File: config.mk
export PLATFORM = sky130hd
export DESIGN_NAME = idport_seq
export DESIGN_NICKNAME = d
export VERILOG_FILES = /design/src/rtl/idseq_pkg.sv /design/src/rtl/idseq_addr_dec.sv /design/src/rtl/idseq_key_rom.sv /design/src/rtl/idseq_fsm.sv /design/src/rtl/idport_seq.sv
export SDC_FILE = /design/constraint.sdc
export NUM_CORES = 1
export LEC_CHECK = 0
export ABC_AREA = 1
export ABC_CLOCK_PERIOD_IN_PS = 3000
export BUFFER_PORTS_ARGS = -buffer_cell sky130_fd_sc_hd__buf_2
export CORE_MARGIN = 5
export CORE_UTILIZATION = 50
export DETAILED_ROUTE_END_ITERATION = 12
export PLACE_DENSITY = 0.84
export SLEW_MARGIN = 30
export SYNTH_ARGS = -nofsm -noshare
export SYNTH_HDL_FRONTEND = slang
export SYNTH_SLANG_ARGS = --single-unit
export TNS_END_PERCENT = 10
File: constraint.sdc
create_clock -name clk -period 3 [get_ports clk]
set_input_delay 0.6 -clock clk [delete_from_list [all_inputs] [get_ports clk]]
set_output_delay 0.6 -clock clk [all_outputs]
set_load 0.02 [all_outputs]
File: src/rtl/idseq_pkg.sv
package idseq_pkg;

   typedef enum logic [1:0] {
      ST_WAIT    = 2'd0,
      ST_TRACK   = 2'd1,
      ST_MATCHED = 2'd2,
      ST_ACTIVE  = 2'd3
   } seq_state_e;

   localparam logic [7:0] ACT_BYTE = 8'hFF;

   // one step of the key-stream generator
   function automatic logic [7:0] key_step(input logic [7:0] cur, input logic [7:0] poly);
      logic [7:0] nxt;
      nxt = {cur[6:0], 1'b0};
      if (cur[7]) nxt = nxt ^ poly;
      return nxt;
   endfunction

   // key byte at position n, computed from the start byte
   function automatic logic [7:0] key_at(input logic [7:0] seed, input logic [7:0] poly,
                                         input int n);
      logic [7:0] v;
      v = seed;
      for (int i = 0; i < n; i++) v = key_step(v, poly);
      return v;
   endfunction

endpackage

File: src/rtl/idseq_addr_dec.sv
module idseq_addr_dec #(
   parameter int ADDR_W = 16
) (
   input  logic [ADDR_W-1:0] addr,
   output logic              hit
);
   localparam int HI_W = ADDR_W - 8;
   localparam logic [HI_W-1:0] HI_VAL = HI_W'(1);

   generate
      if (ADDR_W < 12) begin : g_bad_w
         $error("idseq_addr_dec: ADDR_W must be at least 12");
      end
   endgenerate

   // bits [7:4] are free; the page and the low nibble are fixed
   assign hit = (addr[ADDR_W-1:8] == HI_VAL) && (addr[3:0] == 4'h0);

endmodule

File: src/rtl/idseq_key_rom.sv
module idseq_key_rom #(
   parameter int         SEQ_LEN   = 255,
   parameter logic [7:0] SEQ_SEED  = 8'hFF,
   parameter logic [7:0] SEQ_POLY  = 8'hCF,
   parameter bit         USE_TABLE = 1'b1,
   localparam int        IDX_W     = $clog2(SEQ_LEN)
) (
   input  logic             clk,
   input  logic             rst_n,
   input  logic [IDX_W-1:0] idx,
   input  logic             adv,
   input  logic             restart,
   output logic [7:0]       key
);
   generate
      if (SEQ_LEN < 2 || SEQ_LEN > 1024) begin : g_bad_len
         $error("idseq_key_rom: SEQ_LEN must lie in 2..1024");
      end
      if (SEQ_SEED == 8'h00 || SEQ_POLY[0] != 1'b1) begin : g_bad_key
         $error("idseq_key_rom: seed must be nonzero and poly bit 0 set");
      end

      if (USE_TABLE) begin : g_table
         logic [7:0] tbl [SEQ_LEN];
         for (genvar g = 0; g < SEQ_LEN; g++) begin : g_ent
            assign tbl[g] = idseq_pkg::key_at(SEQ_SEED, SEQ_POLY, g);
         end
         assign key = tbl[idx];

         AST_RESTART_IDX: assert property (@(posedge clk) disable iff (!rst_n)
            restart |=> (idx == '0));
         AST_ADV_MOVES: assert property (@(posedge clk) disable iff (!rst_n)
            (adv && !restart) |=> (idx != '0));
      end else begin : g_lfsr
         logic [7:0] cur_q;
         always_ff @(posedge clk or negedge rst_n) begin
            if (!rst_n)       cur_q <= SEQ_SEED;
            else if (restart) cur_q <= SEQ_SEED;
            else if (adv)     cur_q <= idseq_pkg::key_step(cur_q, SEQ_POLY);
         end
         assign key = cur_q;

         AST_START_KEY: assert property (@(posedge clk) disable iff (!rst_n)
            (idx == '0) |-> (key == SEQ_SEED));
         AST_NONZERO_KEY: assert property (@(posedge clk) disable iff (!rst_n)
            (adv || restart) |=> (key != 8'h00));
      end
   endgenerate

endmodule

File: src/rtl/idseq_fsm.sv
module idseq_fsm
   import idseq_pkg::*;
#(
   parameter int  ADDR_W  = 16,
   parameter int  SEQ_LEN = 255,
   localparam int IDX_W   = $clog2(SEQ_LEN)
) (
   input  logic              clk,
   input  logic              rst_n,
   input  logic [ADDR_W-1:0] io_addr,
   input  logic [7:0]        io_wdata,
   input  logic              io_wr,
   input  logic              dec_hit,
   input  logic [7:0]        key,
   output logic [IDX_W-1:0]  idx,
   output logic              adv,
   output logic              restart,
   output logic [ADDR_W-1:0] port,
   output seq_state_e        state
);
   localparam logic [IDX_W-1:0] LAST_IDX = IDX_W'(SEQ_LEN - 1);

   seq_state_e        st_q, st_d;
   logic [IDX_W-1:0]  idx_q, idx_d;
   logic [ADDR_W-1:0] port_q, port_d;
   logic              port_wr, zero_wr;

   assign port_wr = io_wr && (io_addr == port_q);
   assign zero_wr = (io_wdata == 8'h00);

   always_comb begin
      st_d    = st_q;
      idx_d   = idx_q;
      port_d  = port_q;
      adv     = 1'b0;
      restart = 1'b0;
      unique case (st_q)
         ST_WAIT: begin
            if (io_wr && dec_hit && zero_wr) begin
               port_d  = io_addr;
               st_d    = ST_TRACK;
               idx_d   = '0;
               restart = 1'b1;
            end
         end
         ST_TRACK: begin
            if (port_wr) begin
               if (zero_wr) begin
                  idx_d   = '0;
                  restart = 1'b1;
               end else if (io_wdata == key) begin
                  adv = 1'b1;
                  if (idx_q == LAST_IDX) st_d  = ST_MATCHED;
                  else                   idx_d = idx_q + 1'b1;
               end else begin
                  idx_d   = '0;
                  restart = 1'b1;
               end
            end
         end
         ST_MATCHED: begin
            if (port_wr) begin
               if (io_wdata == ACT_BYTE) begin
                  st_d = ST_ACTIVE;
               end else begin
                  st_d    = ST_TRACK;
                  idx_d   = '0;
                  restart = 1'b1;
               end
            end
         end
         default: ;
      endcase
   end

   always_ff @(posedge clk or negedge rst_n) begin
      if (!rst_n) begin
         st_q   <= ST_WAIT;
         idx_q  <= '0;
         port_q <= '0;
      end else begin
         st_q   <= st_d;
         idx_q  <= idx_d;
         port_q <= port_d;
      end
   end

   assign idx   = idx_q;
   assign port  = port_q;
   assign state = st_q;

   AST_PORT_HELD: assert property (@(posedge clk) disable iff (!rst_n)
      (st_q != ST_WAIT) |=> $stable(port_q));
   AST_ACTIVE_STICKY: assert property (@(posedge clk) disable iff (!rst_n)
      (st_q == ST_ACTIVE) |=> (st_q == ST_ACTIVE));
   AST_LATCH_ON_ZERO: assert property (@(posedge clk) disable iff (!rst_n)
      (st_q == ST_TRACK && $past(st_q) == ST_WAIT) |-> ($past(io_wdata) == 8'h00 && $past(io_wr)));
   AST_ACT_ON_FF: assert property (@(posedge clk) disable iff (!rst_n)
      (st_q == ST_ACTIVE && $past(st_q) == ST_MATCHED) |-> ($past(io_wr) && $past(io_wdata) == ACT_BYTE));
   AST_IDX_RANGE: assert property (@(posedge clk) disable iff (!rst_n)
      idx_q <= LAST_IDX);
   AST_ZERO_RESTART: assert property (@(posedge clk) disable iff (!rst_n)
      (st_q == ST_TRACK && port_wr && zero_wr) |=> (st_q == ST_TRACK && idx_q == '0));

endmodule

File: src/rtl/idport_seq.sv
module idport_seq #(
   parameter int         ADDR_W    = 16,
   parameter int         SEQ_LEN   = 255,
   parameter logic [7:0] SEQ_SEED  = 8'hFF,
   parameter logic [7:0] SEQ_POLY  = 8'hCF,
   parameter bit         USE_TABLE = 1'b1
) (
   input  logic              clk,
   input  logic              rst_n,
   input  logic [ADDR_W-1:0] io_addr,
   input  logic [7:0]        io_wdata,
   input  logic              io_wr,
   output logic [ADDR_W-1:0] id_port,
   output logic [1:0]        seq_state,
   output logic              seq_match,
   output logic              activated
);
   import idseq_pkg::*;

   localparam int IDX_W = $clog2(SEQ_LEN);

   logic             dec_hit;
   logic [7:0]       key;
   logic [IDX_W-1:0] idx;
   logic             adv, restart;
   seq_state_e       state;

   idseq_addr_dec #(.ADDR_W(ADDR_W)) u_dec (
      .addr (io_addr),
      .hit  (dec_hit)
   );

   idseq_key_rom #(
      .SEQ_LEN   (SEQ_LEN),
      .SEQ_SEED  (SEQ_SEED),
      .SEQ_POLY  (SEQ_POLY),
      .USE_TABLE (USE_TABLE)
   ) u_rom (
      .clk     (clk),
      .rst_n   (rst_n),
      .idx     (idx),
      .adv     (adv),
      .restart (restart),
      .key     (key)
   );

   idseq_fsm #(.ADDR_W(ADDR_W), .SEQ_LEN(SEQ_LEN)) u_fsm (
      .clk      (clk),
      .rst_n    (rst_n),
      .io_addr  (io_addr),
      .io_wdata (io_wdata),
      .io_wr    (io_wr),
      .dec_hit  (dec_hit),
      .key      (key),
      .idx      (idx),
      .adv      (adv),
      .restart  (restart),
      .port     (id_port),
      .state    (state)
   );

   assign seq_state = state;
   assign seq_match = (state == ST_MATCHED);
   assign activated = (state == ST_ACTIVE);

   AST_FLAGS_EXCL: assert property (@(posedge clk) disable iff (!rst_n)
      !(seq_match && activated));
   AST_PORT_DECODED: assert property (@(posedge clk) disable iff (!rst_n)
      (seq_state != 2'd0) |-> (id_port[3:0] == 4'h0 && id_port[ADDR_W-1:8] == 1));

endmodule

* Yosys cells after proc, flatten, opt, wreduce, memory -nomap -nowiden
Memories as Yosys holds them, arrays and structs flattened. Index checks and enable logic that the tools add are counted. W data, S select, Z words.
Cells by class: $add $sub $neg 1, $lt $le $gt $ge 1, equal/unequal tests 16, multiplexer cells 18, bitwise operators 1, reductions and logical operators 11
Operators with widths (number):
- $mux W8 | 9
- $pmux W8 S3 | 1
- $eq A16 B16 Y1 | 1
- $eq A8 B8 Y1 const B | 2
- $mux W2 | 7
- $ne A2 B1 Y1 const B | 5
- $ge A9 B9 Y1 const B | 1
- $not A8 Y9 | 1
- $add A8 B1 Y8 const B | 1
- $eq A8 B1 Y1 const B | 1
- $eq A8 B8 Y1 | 1
- $logic_not A8 Y1 | 1
- $reduce_and A7 Y1 | 1
- $pmux W2 S3 | 1
- $reduce_and A6 Y1 | 1
- $eq A2 B2 Y1 const B | 2
- $logic_and A1 B1 Y1 | 4
- $logic_not A4 Y1 | 1
- $ne A2 B2 Y1 const B | 2
- $ne A4 B3 Y1 const B | 1
- $reduce_bool A3 Y1 | 1
- $eq A2 B1 Y1 const B | 1
- $logic_not A2 Y1 | 1
- $reduce_and A2 Y1 | 1
Word-level totals: register bits 26, ROM bits 2048, bits of input ports 27, output and inout port bits 20, word-level logic and storage cells 52, memories 1
Memories:
- (no name shown) | depth 256, width 8, read ports 1, clocked after Yosys merged registers in 0, wr ports 0, line idseq_key_rom.sv:28 | assign key = tbl[idx];

* Longest topological paths before layout
word-level depth 9, depth in mapped cells 23, mapped depth without buffers 22

* Hierarchy
A second synthesis with hierarchy kept.
Second synthesis, totals: cell total of the unflattened synthesis 985, area, all modules 5310.1 µm²
By module, submodules not included:
- idseq_key_rom | times used 1, cells an instance 657, area each 3133.0 µm², sequential area each 0.0 µm²
- idseq_fsm | times used 1, cells an instance 306, area each 2089.5 µm², sequential area each 650.6 µm²
- idseq_addr_dec | times used 1, cells an instance 18, area each 70.1 µm², sequential area each 0.0 µm²
- idport_seq | times used 1, cells an instance 4, area each 17.5 µm², sequential area each 0.0 µm²

* Least setup slack after synthesis
OpenSTA, ideal clock, no wires.
path kind flip-flop to flip-flop, start reg u_fsm.idx_q[1], in the netlist u_fsm.idx[1], end reg u_fsm.idx_q[5], in the netlist u_fsm.idx[5], library setup time 0.126 ns, arrival 2.704 ns, data required time 2.874 ns, slack 0.170 ns, cell stages (with the launch flop) 22, path buffers 3, clock period less this slack 2.830 ns, cells stage by stage dfrtp_1 -> buf_4 -> inv_1 -> ha_1 -> buf_2 -> nor2_1 -> nor2_2 -> nor2_1 -> nand2_1 -> nand2_1 -> nand2_1 -> nand3_1 -> nand2_1 -> nand2_1 -> nand2_1 -> nand2_1 -> nand2_2 -> nor2_8 -> nand4_4 -> nand2_4 -> buf_6 -> o21ai_0
On the way: word-level cells in the longest chain between the ends 9, elaborated cells on any way between the ends 14, classes of those cells add/sub (1); eq/ne (3); mux (7); bitwise (1); reduce/logical (1); memory (1)
RTL lines:
- start: declaration | line idseq_fsm.sv:24 | logic [IDX_W-1:0] idx_q, idx_d;
- start signal: assignment | line idseq_fsm.sv:83 | idx_q <= idx_d;
- $not A8 Y9 (not written as such) | line idseq_key_rom.sv:28
- $mem_v2 Z256 W8
- $mux W8 (not written as such) (2 in series) | line idseq_key_rom.sv:28
- $eq A8 B8 Y1 | line idseq_fsm.sv:51 | end else if (io_wdata == key) begin
- $mux W8 | line idseq_fsm.sv:51
- $mux W8 | line idseq_fsm.sv:48 | if (zero_wr) begin
- $mux W8 | line idseq_fsm.sv:47 | if (port_wr) begin
- $pmux W8 S3 | line idseq_fsm.sv:37 | unique case (st_q)
Parallel ways exist; a longest one is shown, timed or not. The select of a mux whose other input is x is not followed. A chain may end at the register's enable or synchronous reset.

* Final worst setup path
start reg u_fsm.idx_q[2], in the netlist u_fsm.idx[2], end reg u_fsm.st_q[0], in the netlist u_fsm.state[0]
On the way: word-level cells in the longest chain between the ends 7, elaborated cells on any way between the ends 9, classes of those cells eq/ne (4); mux (2); bitwise (1); reduce/logical (1); memory (1)
RTL lines:
- $not A8 Y9 (not written as such) | line idseq_key_rom.sv:28
- $mem_v2 Z256 W8
- $mux W8 (not written as such) (2 in series) | line idseq_key_rom.sv:28
- $eq A8 B8 Y1 | line idseq_fsm.sv:51
- $ne A2 B1 Y1 (no line)
- $reduce_and A7 Y1 (no line) (*)
- end signal: assignment | line idseq_fsm.sv:82 | st_q <= st_d;
- end: declaration | line idseq_fsm.sv:23 | seq_state_e st_q, st_d;
Every way passes the cells marked *; elsewhere a longest branch is shown, timed or not. The select of a mux whose other input is x is not followed.

==> flow_summary_export.csv <==
group,metric,value,unit
power_and_ir_drop,p_int,0.658,mW
worst_setup_path,criticalPathCategory,"register to register",
final_layout,nFillCells,1013,
grt,antenna_found_initial,0,
worst_setup_path,cp-end-kind,"register",
drt,wirelength,23.6,mm
clock_tree,worst_skew_pair.late_latency,0.28,ns
worst_setup_path,crit_fanout,12,
sta,slew_violations,0,
sta,tightest_slew,0.654,ns
final_layout,multi_input_area,3780,µm²
drt,drtIter0Drc,1058,
worst_hold_path,min_path_type,"input port to async pin",
power_and_ir_drop,comb_power_share,35.1,%
outcome,status,"completed",
sta,hold_violations,0,
yosys,ys_ff_latch,26,
power_and_ir_drop,power_frac_clock,28.2,%
clock_tree,root_buffer,"clkbuf_8",
sta,finalCriticalPeriod,2.89,ns
floorplanning,fp.dieW,110,µm
sta,final.setup.tns,0,ns
clock_tree,cts_made_buffers,3,
final_layout,finalNetCount,1022,
place,place.gp.congestion,1.09,
yosys,ys_warn_count,0,
sta,setup_violations,0,
drt,routedWlPerCell,21.4,µm
floorplanning,initial_core_util,51.2,%
clock_tree,clk_pin_slew,0.09,ns
yosys,seq_area_frac_synth,13.1,%
place,dp_cells,1100,
worst_setup_path,crit_path_frequent_cell,"nand2_1",
clock_tree,clockBufferDepth,2,
yosys,synth_nets,976,
grt,track_usage,39.1,%
clock_tree,cts_tree,"done",
grt,grt_overflow,0,
worst_setup_path,worstPathRequired,3.23,ns
drt,first_pass_iters,5,
yosys,netlist-cell-type-count,39,
sta,slew_headroom,56.4,%
place,place_worst_setup_slack,0.105,ns
worst_setup_path,cpPeakStageDelay,0.47,ns
sta,fmax,346,MHz
sta,skew,0.00982,ns
place,portBuffers,46,
floorplanning,fp.dieH,110,µm
final_layout,seqCellArea,653,µm²
power_and_ir_drop,power_frac_seq,36.7,%
power_and_ir_drop,leakage,3.04,nW
power_and_ir_drop,switching_share,36.6,%
floorplanning,dieArea,12100,µm²
sta,worst_slack,0.113,ns
grt,grt_max_degree,49,
final_layout,num_antenna_cells,0,
power_and_ir_drop,power_switching,0.380,mW
place,dp_hpwl,17.6,mm
final_layout,fin_util,57.9,%
place,dpl-instance-area,5500,µm²
drt,drc,0,
sta,finalCritPeriodShare,96.2,%
worst_setup_path,start_kind,"register",
grt,grt_pass1_vias,6210,
final_layout,final_layout_size_suffix_gt1_share,16.5,%
final_layout,design_area,5630,µm²
drt,viasPerCell,6.23,
worst_setup_path,cp_top_family,"simple AND/OR/NAND/NOR gates",
drt,num_vias,6886,
final_layout,area_growth,13.0,%
yosys,syn_area,4980,µm²
drt,antenna_left,0,
yosys,avgSynthCellArea,5.37,µm²
worst_setup_path,crit_chain,"buf_4 -> nand2_1 -> inv_1 -> nor2_1 -> nand2_1 -> nand3_1 -> nand2_1 -> nand3_1 -> nand2_1 -> nand2_1 -> nand2_1 -> nand2_1 -> nand2_1 -> inv_1 -> nand2_1 -> nor2_4 -> nand3_2 -> nand2_1 -> nand2_1 -> nand2_1",
floorplanning,core,9730,µm²
final_layout,finalNonFillerCells,1105,
power_and_ir_drop,ir_worst_vdd,0.403,mV
power_and_ir_drop,power.density,184,nW/µm²
floorplanning,rows,36,
worst_setup_path,cpMaxStageDelayCell,"dfrtp_2",
floorplanning,ioPinCount,47,
worst_setup_path,arrival,3.11,ns
yosys,synthCells,927,
final_layout,final_common_cell,"nand2_1",
run,cap_violations,0,
clock_tree,htreeDepth,1,
worst_setup_path,crit_buf_inv,3,
clock_tree,clkSinkCount,26,
final_layout,final_cell_mix,"nand2_1 (332), nand3_1 (182), nor2_1 (80), inv_1 (71), buf_2 (46)",
grt,grt_pass1_wl,35.5,mm
-- state kept, by name, summed over array words and instances (netlist names) --
signal	count
u_fsm.state	2
u_fsm.idx	8
u_fsm.port	16
-- through the flow --
step	hold WS, ns	power, mW
5_1_grt	0.335	1.10
4_1_cts	0.323	1.03
3_5_place_dp	0.516	0.742
2_1_floorplan	0.304	0.656
6_report	0.307	1.04
3_3_place_gp	0.497	0.733
-- area by class of cell --
class | count | share of cell area [%]
timing repair buffer | 90 | 11.7
multi-input combinational | 772 | 67.1
clock buffer | 3 | 0.733
clock inverter | 1 | 0.533
inverter | 80 | 5.33
tap | 133 | 2.95
sequential | 26 | 11.6
-- cell families (layout without fill, tap and decap cells) --
kind of cell    after synthesis  in the layout  synth area share [%]
fa+ha+maj                    22             22                  5.52
buf+inv                     130            174                  12.4
flops                        26             26                  13.1
simple gates                676            677                  60.4
xor+xnor                     10             10                  1.76
compound gates               63             63                  6.93
-- worst reg2reg max path: cells and delay by family (launching register included) --
family | cells | cell delay (ns)
and+or+nand+nor | 17 | 1.97
DFF | 1 | 0.47
buffers and inverters | 3 | 0.40
-- routing by layer --
layer	routed length [µm]	GRT usage, %	part of all wire (%)
met5	0	0	0
met4	1900	24.9	8.1
met3	3340	9.63	14
met2	9620	57.2	41
met1	8770	50.9	37
-- power by group through the flow --
stage               Combinational [mW]  Clock, mW  Sequential, mW
CTS                              0.355      0.292           0.382
global route                     0.404      0.314           0.386
detailed placement               0.353          0           0.389
floorplan                        0.254          0           0.401
global placement                 0.345          0           0.389
finish                           0.364      0.292           0.382
-- synth_stat cells, drive strengths merged --
master / n / area, µm²
nor4: 5 / 31.3
o2111ai: 3 / 26.3
clkinv: 2 / 7.51
a31oi: 2 / 12.5
nand2: 361 / 1420
or2: 3 / 18.8
inv: 78 / 293
o22ai: 1 / 6.26
buf: 39 / 274
a211oi: 1 / 7.51
nor3b: 1 / 7.51
clkbuf: 11 / 41.3
o21ai: 25 / 125
o21a: 1 / 7.51
nor3: 5 / 25.0
xnor2: 1 / 8.76
a21oi: 26 / 130
o211ai: 3 / 22.5
nand3b: 1 / 7.51
a21boi: 1 / 7.51
nor2: 93 / 408
nand3: 186 / 946
nand4: 21 / 146
dfrtp: 26 / 651
ha: 22 / 275
xor2: 9 / 78.8
-- final timing paths --
path,startpoint,to,slack (ns),cells after the start
setup / recovery,u_fsm.idx[2]$_DFFE_PN0P_,u_fsm.state[0]$_DFFE_PN0P_,0.11,20
hold / removal,rst_n,u_fsm.port[2]$_DFFE_PN0P_,0.31,1
setup reg to reg,u_fsm.idx[2]$_DFFE_PN0P_,u_fsm.state[0]$_DFFE_PN0P_,0.11,20
hold reg to reg,u_fsm.port[12]$_DFFE_PN0P_,u_fsm.port[12]$_DFFE_PN0P_,0.54,2
max in group asynchronous,rst_n,u_fsm.idx[2]$_DFFE_PN0P_,2.26,1
min in group clk,u_fsm.port[12]$_DFFE_PN0P_,u_fsm.port[12]$_DFFE_PN0P_,0.54,2
-- timing repair --
action | in CTS | in global routing
setup endpoints to repair | 0 | 10
resized for setup | 0 | 22
buffers inserted | 0 | 0
hold buffers | 0 | 0
Power figures use the tool's default switching activity.
